`config.mk`:
```
export PLATFORM = sky130hd
export DESIGN_NAME = lpc_io_host
export DESIGN_NICKNAME = d
export VERILOG_FILES = /design/src/rtl/lpc_io_pkg.sv /design/src/rtl/lpc_io_byte_buf.sv /design/src/rtl/lpc_io_wait_timer.sv /design/src/rtl/lpc_io_seq.sv /design/src/rtl/lpc_io_host.sv
export SDC_FILE = /design/constraint.sdc
export NUM_CORES = 1
export LEC_CHECK = 0
export CAP_MARGIN = 20
export CORE_MARGIN = 2
export CORE_UTILIZATION = 57
export DETAILED_ROUTE_END_ITERATION = 7
export GPL_TIMING_DRIVEN = 0
export PLACE_DENSITY = 0.92
export SLEW_MARGIN = 30
export SYNTH_ARGS = -nofsm -noshare
export SYNTH_HDL_FRONTEND = slang
export SYNTH_HIERARCHICAL = 1
export SYNTH_SLANG_ARGS = --single-unit
export TNS_END_PERCENT = 30
```
`constraint.sdc`:
```
create_clock -name clk -period 4.21 [get_ports clk]
set_clock_uncertainty 0.2 [all_clocks]
set_input_delay 0.842 -clock clk [delete_from_list [all_inputs] [get_ports clk]]
set_output_delay 0.842 -clock clk [all_outputs]
set_load 0.005 [all_outputs]
```
`src/rtl/lpc_io_pkg.sv`:
```
package lpc_io_pkg;

    typedef enum logic [3:0] {
        ST_IDLE,
        ST_START,
        ST_CTDIR,
        ST_ADDR,
        ST_WDATA,
        ST_TAR_OUT,
        ST_SYNC,
        ST_RDATA,
        ST_TAR_IN
    } seq_state_t;

    localparam logic [7:0] OFS_GO     = 8'h00;
    localparam logic [7:0] OFS_STATUS = 8'h04;
    localparam logic [7:0] OFS_COUNT  = 8'h10;
    localparam logic [7:0] OFS_CMD    = 8'h14;
    localparam logic [7:0] OFS_PORT   = 8'h20;
    localparam logic [7:0] OFS_WQ     = 8'h24;
    localparam logic [7:0] OFS_RQ     = 8'h28;

    localparam int CMD_DIR_BIT  = 0;
    localparam int CMD_SAME_BIT = 3;

    localparam logic [3:0] NIB_START   = 4'h0;
    localparam logic [3:0] NIB_CT_RD   = 4'h0;
    localparam logic [3:0] NIB_CT_WR   = 4'h2;
    localparam logic [3:0] NIB_TAR     = 4'hF;
    localparam logic [3:0] SYNC_READY  = 4'h0;
    localparam logic [3:0] SYNC_SWAIT  = 4'h5;
    localparam logic [3:0] SYNC_LWAIT  = 4'h6;

endpackage

```
`src/rtl/lpc_io_byte_buf.sv`:
```
module lpc_io_byte_buf #(
    parameter int DEPTH = 4
) (
    input  logic       clk,
    input  logic       rst_n,
    input  logic       clear,
    input  logic       push,
    input  logic [7:0] push_data,
    input  logic       pop,
    output logic [7:0] head
);
    localparam int PTR_W = (DEPTH > 1) ? $clog2(DEPTH) : 1;
    localparam int LVL_W = $clog2(DEPTH + 1);

    logic [7:0]       mem_q [DEPTH];
    logic [PTR_W-1:0] wr_ptr_q;
    logic [PTR_W-1:0] rd_ptr_q;
    logic [LVL_W-1:0] level_q;
    logic             do_push;
    logic             do_pop;

    assign do_push = push && (level_q != LVL_W'(DEPTH));
    assign do_pop  = pop && (level_q != '0);
    assign head    = (level_q != '0) ? mem_q[rd_ptr_q] : 8'h00;

    function automatic logic [PTR_W-1:0] bump(input logic [PTR_W-1:0] p);
        return (p == PTR_W'(DEPTH - 1)) ? '0 : p + PTR_W'(1);
    endfunction

    always_ff @(posedge clk) begin
        if (!rst_n || clear) begin
            wr_ptr_q <= '0;
            rd_ptr_q <= '0;
            level_q  <= '0;
        end else begin
            if (do_push) wr_ptr_q <= bump(wr_ptr_q);
            if (do_pop)  rd_ptr_q <= bump(rd_ptr_q);
            if (do_push && !do_pop)      level_q <= level_q + LVL_W'(1);
            else if (do_pop && !do_push) level_q <= level_q - LVL_W'(1);
        end
    end

    always_ff @(posedge clk) begin
        if (do_push && !clear) mem_q[wr_ptr_q] <= push_data;
    end

endmodule

```
`src/rtl/lpc_io_wait_timer.sv`:
```
module lpc_io_wait_timer #(
    parameter int LIMIT = 256
) (
    input  logic clk,
    input  logic rst_n,
    input  logic clear,
    input  logic step,
    output logic at_limit
);
    localparam int CNT_W = $clog2(LIMIT + 1);

    logic [CNT_W-1:0] cnt_q;

    assign at_limit = (cnt_q == CNT_W'(LIMIT));

    always_ff @(posedge clk) begin
        if (!rst_n || clear) begin
            cnt_q <= '0;
        end else if (step && !at_limit) begin
            cnt_q <= cnt_q + CNT_W'(1);
        end
    end

endmodule

```
`src/rtl/lpc_io_seq.sv`:
```
module lpc_io_seq
    import lpc_io_pkg::*;
#(
    parameter int ADDR_W     = 16,
    parameter int MAX_BYTES  = 4,
    parameter int WAIT_LIMIT = 256
) (
    input  logic              clk,
    input  logic              rst_n,
    input  logic              go,
    input  logic [7:0]        count_in,
    input  logic              is_write,
    input  logic              same_port,
    input  logic [ADDR_W-1:0] port_in,
    input  logic [7:0]        wr_byte,
    input  logic [3:0]        lad_in,
    output logic              wr_pop,
    output logic              rd_push,
    output logic [7:0]        rd_byte,
    output logic [3:0]        lad_out,
    output logic              lad_oe,
    output logic              frame_n,
    output logic              busy,
    output logic              end_pulse,
    output logic              end_ok,
    output logic              sync_phase
);
    localparam int ADDR_NIBS = ADDR_W / 4;
    localparam int NIB_W     = (ADDR_NIBS > 2) ? $clog2(ADDR_NIBS) : 1;
    localparam int CW        = $clog2(MAX_BYTES + 1);

    seq_state_t        state_q, nxt;
    logic [NIB_W-1:0]  nib_q;
    logic [CW-1:0]     total_q;
    logic [CW-1:0]     idx_q;
    logic [ADDR_W-1:0] port_q;
    logic              op_wr_q;
    logic              op_same_q;
    logic [3:0]        lo_nib_q;

    logic count_ok;
    logic nib_last2;
    logic last_byte;
    logic is_wait;
    logic wait_full;
    logic timer_step;
    logic [ADDR_W-1:0] port_shift;

    assign count_ok  = (count_in != 8'h00) && (count_in <= 8'(MAX_BYTES));
    assign nib_last2 = (nib_q == NIB_W'(1));
    assign last_byte = (idx_q == total_q - CW'(1));
    assign is_wait   = (lad_in == SYNC_SWAIT) || (lad_in == SYNC_LWAIT);
    assign busy      = (state_q != ST_IDLE);

    lpc_io_wait_timer #(
        .LIMIT (WAIT_LIMIT)
    ) timer_i (
        .clk      (clk),
        .rst_n    (rst_n),
        .clear    (state_q != ST_SYNC),
        .step     (timer_step),
        .at_limit (wait_full)
    );

    // State register
    always_ff @(posedge clk) begin
        if (!rst_n) state_q <= ST_IDLE;
        else        state_q <= nxt;
    end

    // Next state and completion
    always_comb begin
        nxt       = state_q;
        end_pulse = 1'b0;
        end_ok    = 1'b0;
        unique case (state_q)
            ST_IDLE: begin
                if (go) begin
                    if (count_ok) nxt = ST_START;
                    else          end_pulse = 1'b1;
                end
            end
            ST_START: nxt = ST_CTDIR;
            ST_CTDIR: nxt = ST_ADDR;
            ST_ADDR: begin
                if (nib_q == NIB_W'(ADDR_NIBS - 1))
                    nxt = op_wr_q ? ST_WDATA : ST_TAR_OUT;
            end
            ST_WDATA:   if (nib_last2) nxt = ST_TAR_OUT;
            ST_TAR_OUT: if (nib_last2) nxt = ST_SYNC;
            ST_SYNC: begin
                if (lad_in == SYNC_READY) begin
                    nxt = op_wr_q ? ST_TAR_IN : ST_RDATA;
                end else if (!is_wait || wait_full) begin
                    nxt       = ST_IDLE;
                    end_pulse = 1'b1;
                end
            end
            ST_RDATA: if (nib_last2) nxt = ST_TAR_IN;
            ST_TAR_IN: begin
                if (nib_last2) begin
                    if (last_byte) begin
                        nxt       = ST_IDLE;
                        end_pulse = 1'b1;
                        end_ok    = 1'b1;
                    end else begin
                        nxt = ST_START;
                    end
                end
            end
            default: nxt = ST_IDLE;
        endcase
    end

    assign port_shift = port_q >> (4 * (ADDR_NIBS - 1 - int'(nib_q)));

    // Bus outputs
    always_comb begin
        frame_n    = 1'b1;
        lad_oe     = 1'b0;
        lad_out    = NIB_TAR;
        wr_pop     = 1'b0;
        rd_push    = 1'b0;
        rd_byte    = {lad_in, lo_nib_q};
        sync_phase = 1'b0;
        timer_step = 1'b0;
        unique case (state_q)
            ST_IDLE: ;
            ST_START: begin
                frame_n = 1'b0;
                lad_oe  = 1'b1;
                lad_out = NIB_START;
            end
            ST_CTDIR: begin
                lad_oe  = 1'b1;
                lad_out = op_wr_q ? NIB_CT_WR : NIB_CT_RD;
            end
            ST_ADDR: begin
                lad_oe  = 1'b1;
                lad_out = port_shift[3:0];
            end
            ST_WDATA: begin
                lad_oe  = 1'b1;
                lad_out = nib_last2 ? wr_byte[7:4] : wr_byte[3:0];
                wr_pop  = nib_last2;
            end
            ST_TAR_OUT: begin
                lad_oe  = !nib_last2;
                lad_out = NIB_TAR;
            end
            ST_SYNC: begin
                sync_phase = 1'b1;
                timer_step = is_wait;
            end
            ST_RDATA:  rd_push = nib_last2;
            ST_TAR_IN: ;
            default: ;
        endcase
    end

    // Operation context and nibble counter
    always_ff @(posedge clk) begin
        if (!rst_n) begin
            nib_q     <= '0;
            total_q   <= '0;
            idx_q     <= '0;
            port_q    <= '0;
            op_wr_q   <= 1'b0;
            op_same_q <= 1'b0;
            lo_nib_q  <= '0;
        end else begin
            if (state_q != nxt) nib_q <= '0;
            else                nib_q <= nib_q + NIB_W'(1);

            if (state_q == ST_IDLE && go && count_ok) begin
                total_q   <= CW'(count_in);
                idx_q     <= '0;
                port_q    <= port_in;
                op_wr_q   <= is_write;
                op_same_q <= same_port;
            end

            if (state_q == ST_TAR_IN && nib_last2 && !last_byte) begin
                idx_q <= idx_q + CW'(1);
                if (!op_same_q) port_q <= port_q + ADDR_W'(1);
            end

            if (state_q == ST_RDATA && !nib_last2) lo_nib_q <= lad_in;
        end
    end

endmodule

```
`src/rtl/lpc_io_host.sv`:
```
module lpc_io_host
    import lpc_io_pkg::*;
#(
    parameter int ADDR_W     = 16,
    parameter int MAX_BYTES  = 4,
    parameter int WAIT_LIMIT = 256
) (
    input  logic        clk,
    input  logic        rst_n,
    input  logic        reg_wr,
    input  logic        reg_rd,
    input  logic [7:0]  reg_addr,
    input  logic [31:0] reg_wdata,
    output logic [31:0] reg_rdata,
    input  logic [3:0]  lad_in,
    output logic [3:0]  lad_out,
    output logic        lad_oe,
    output logic        lpc_frame_n
);
    logic [7:0]        count_q;
    logic              cmd_wr_q;
    logic              cmd_same_q;
    logic [ADDR_W-1:0] port_q;
    logic              finished_q;

    logic       seq_busy;
    logic       seq_end;
    logic       seq_ok;
    logic       seq_sync;
    logic       start_go;
    logic       wq_pop;
    logic [7:0] wq_head;
    logic       rq_push;
    logic [7:0] rq_byte;
    logic [7:0] rq_head;
    logic       unused_bits;

    assign unused_bits = ^reg_wdata[31:ADDR_W];

    assign start_go = reg_wr && (reg_addr == OFS_GO) && reg_wdata[0] && !seq_busy;

    always_ff @(posedge clk) begin
        if (!rst_n) begin
            count_q    <= 8'h00;
            cmd_wr_q   <= 1'b0;
            cmd_same_q <= 1'b0;
            port_q     <= '0;
            finished_q <= 1'b0;
        end else begin
            if (reg_wr && reg_addr == OFS_COUNT) count_q <= reg_wdata[7:0];
            if (reg_wr && reg_addr == OFS_CMD) begin
                cmd_wr_q   <= reg_wdata[CMD_DIR_BIT];
                cmd_same_q <= reg_wdata[CMD_SAME_BIT];
            end
            if (reg_wr && reg_addr == OFS_PORT) port_q <= reg_wdata[ADDR_W-1:0];
            if (seq_end)       finished_q <= seq_ok;
            else if (start_go) finished_q <= 1'b0;
        end
    end

    always_comb begin
        case (reg_addr)
            OFS_STATUS: reg_rdata = {30'h0, finished_q, !seq_busy};
            OFS_COUNT:  reg_rdata = {24'h0, count_q};
            OFS_CMD:    reg_rdata = 32'(cmd_wr_q) | (32'(cmd_same_q) << CMD_SAME_BIT);
            OFS_PORT:   reg_rdata = 32'(port_q);
            OFS_RQ:     reg_rdata = {24'h0, rq_head};
            default:    reg_rdata = 32'h0;
        endcase
    end

    lpc_io_byte_buf #(
        .DEPTH (MAX_BYTES)
    ) wq_i (
        .clk       (clk),
        .rst_n     (rst_n),
        .clear     (seq_end),
        .push      (reg_wr && reg_addr == OFS_WQ),
        .push_data (reg_wdata[7:0]),
        .pop       (wq_pop),
        .head      (wq_head)
    );

    lpc_io_byte_buf #(
        .DEPTH (MAX_BYTES)
    ) rq_i (
        .clk       (clk),
        .rst_n     (rst_n),
        .clear     (start_go),
        .push      (rq_push),
        .push_data (rq_byte),
        .pop       (reg_rd && reg_addr == OFS_RQ),
        .head      (rq_head)
    );

    lpc_io_seq #(
        .ADDR_W     (ADDR_W),
        .MAX_BYTES  (MAX_BYTES),
        .WAIT_LIMIT (WAIT_LIMIT)
    ) seq_i (
        .clk        (clk),
        .rst_n      (rst_n),
        .go         (start_go),
        .count_in   (count_q),
        .is_write   (cmd_wr_q),
        .same_port  (cmd_same_q),
        .port_in    (port_q),
        .wr_byte    (wq_head),
        .lad_in     (lad_in),
        .wr_pop     (wq_pop),
        .rd_push    (rq_push),
        .rd_byte    (rq_byte),
        .lad_out    (lad_out),
        .lad_oe     (lad_oe),
        .frame_n    (lpc_frame_n),
        .busy       (seq_busy),
        .end_pulse  (seq_end),
        .end_ok     (seq_ok),
        .sync_phase (seq_sync)
    );

endmodule

```
==> out/qor.csv <==
metric;value;unit
r2r-end;seq_i/port_q[0]$_SDFF_PN0_;
root_buffer;clkbuf_16;
crit_type;in -> out;
tightest_slew;0.798;ns
design_area;9200;sq um
finalCritPeriodShare;98.0;%
arrival;3.08;ns
seqCellArea;3680;sq um
leakage;3.35;nW
powerDensity;351;nW/um^2
maxSlewHeadroom;46.5;%
antenna_found_initial;0;
worst_ep_required_time;3.17;ns
ir_worst_vdd;0.337;mV
drc;0;
grt_max_degree;17;
max_freq;0.242;GHz
ys_warn_count;6;
worst_setup_path_start_kind;primary input;
clk_latency;0.43;ns
hpwl;13500;um
finalNetCount;894;
rsz0062_at_grt;false;
power;3.23;mW
synth_cells;739;
drv_slew;0;
dp_slack;-0.163;ns
min_to;seq_i/total_q[1]$_SDFFE_PN0P_;
rows;42;
final.fill_count;938;
setup_viol_count_final;0;
area_growth;18.8;%
multiInputGateArea;3690;sq um
viasPerCell;6.15;
timing.rr.start;seq_i/state_q[1]$_SDFF_PN0_;
cts_max_level;4;
vias;6232;
syn-mean-instance-area;10.5;sq um
r2r_cells;12;
cts_tree;yes;
numCtsBuffers;17;
io_buffers;52;
cts_setup_buffers;0;
coreArea;13200;sq um
track_usage;27.4;%
min_period;4.13;ns
rrSetupSlack;0.63;ns
drtPass1Iterations;6;
outcome;completed;
finish.utilization;69.4;%
syn_area;7740;sq um
diodes;0;
dieArea;14500;sq um
hold_viol_final;0;
finalSetupTns;0;ns
place_area;8580;sq um
grt_pass1_wl;30300;um
drt_wl_total;19200;um
setup_slack;0.0839;ns
detailedRoute.firstIterationViolations;788;
clk_pin_slew;0.06;ns
layout-drive-gt1-share;16.1;%
cts-hold-fix-buffers;0;
grt_pass1_vias;5785;
wire_per_inst;18.9;um
dieWidth;121;um
globalRouteOverflowTotal;0;
initial_core_util;58.4;%
ant_nets;0;
clk_path_buf_depth;2;
min_from;seq_i/total_q[1]$_SDFFE_PN0P_;
hold_depth;2;
cts_sinks;152;
die_h;121;um
place_congestion;0.952;
ios;86;
hp-class;reg -> reg;
cap_violations;0;
worst_setup_path_end_kind;output pin;
crit_fanout;10;
worst max path at each step:
stage | from | to | slack (ns) | cells past startpoint
floorplan | reg_addr[4] | wq_i/level_q[2]$_SDFFE_PP0P_ | 0.92 | 11
global placement | reg_addr[0] | wq_i/mem_q[3][6]$_DFFE_PP_ | -0.23 | 9
detailed placement | reg_addr[1] | wq_i/wr_ptr_q[0]$_SDFFE_PP0P_ | -0.16 | 11
CTS | reg_addr[7] | reg_rdata[1] | 0.09 | 7
global route | reg_addr[1] | reg_rdata[1] | 0.009 | 6
finish | reg_addr[1] | reg_rdata[1] | 0.08 | 6
metal layers:
| metal | global-route usage [%] | vias to the layer above | share of wire, % |
|---|---|---|---|
| met2 | 43.2 | 386 | 47 |
| met1 | 36.2 | 2946 | 39 |
| met5 | 0 | - | 0 |
| li1 | - | 2841 | - |
| met4 | 12.3 | 0 | 3.6 |
| met3 | 6.08 | 59 | 9.7 |
flip-flops by register name, indices dropped and copies added (netlist names), named ones only:
| name | cells |
|---|---|
| seq_i/idx_q | 3 |
| rq_i/mem_q | 32 |
| seq_i/timer_i/cnt_q | 9 |
| count_q | 8 |
| seq_i/lo_nib_q | 4 |
| wq_i/wr_ptr_q | 2 |
| seq_i/nib_q | 2 |
| rq_i/level_q | 3 |
| wq_i/rd_ptr_q | 2 |
| seq_i/op_same_q | 1 |
| cmd_same_q | 1 |
| wq_i/level_q | 3 |
| rq_i/wr_ptr_q | 2 |
| wq_i/mem_q | 32 |
| seq_i/op_wr_q | 1 |
| port_q | 16 |
| seq_i/state_q | 4 |
| cmd_wr_q | 1 |
| rq_i/rd_ptr_q | 2 |
| seq_i/total_q | 3 |
| seq_i/port_q | 16 |
| finished_q | 1 |
worst max-delay path: stages:
cell and delay, ns:
clkdlybuf4s50_1 0.48, nor4_4 0.58, clkbuf_1 0.40, nand2_1 0.12
nand2_1 0.13, clkdlybuf4s50_1 0.53
per-stage QoR:
step	cells	hold slack, ns
floorplan	754	0.232
global placement	982	0.243
detailed placement	982	0.245
CTS	1014	0.254
global route	1014	0.271
finish	1014	0.252
final cells by class:
cell class                 instances  share of cell area [%]
timing repair buffer              52                    5.66
buffer                            58                    3.88
clock buffer                      18                    4.90
clock inverter                    14                    1.71
multi-input combinational        514                    40.2
tap                              176                    2.39
sequential                       152                    40.1
inverter                          30                    1.22
cell usage in the layout (no fill, tap or decap), types with 6 or more instances in the layout:
cell / n
o21ai_1: 17
inv_1: 24
nor3_1: 16
o21ai_2: 8
conb_1: 16
nor2_1: 34
and3_1: 17
and2b_1: 14
clkbuf_1: 17
a21oi_1: 46
nand4_1: 6
and2_1: 9
or3_1: 10
buf_4: 21
nand2_1: 80
xnor2_1: 6
dfxtp_1: 88
clkdlybuf4s50_1: 52
buf_6: 6
nor4_1: 7
nand3_1: 39
a22oi_1: 7
edfxtp_1: 64
mux2i_1: 15
nor3b_2: 8
mux4_2: 20
nor2b_1: 14
ha_1: 19
buf_2: 9
o21ai_0: 17
clkbuf_16: 18
where the power goes:
group	leakage, nW	switching, mW	total [mW]	internal [mW]
registers	1.29	0.00327	1.54	1.53
clock network	0.300	0.645	1.57	0.923
logic	1.76	0.0701	0.126	0.0554
total	3.35	0.719	3.23	2.51
repair_timing:
action | 4_1_cts | 5_1_grt
pin swaps | 0 | 0
endpoints found under the setup margin | 1 | 1
gates resized for setup | 1 | 2
(Power assumes the default switching activity.)
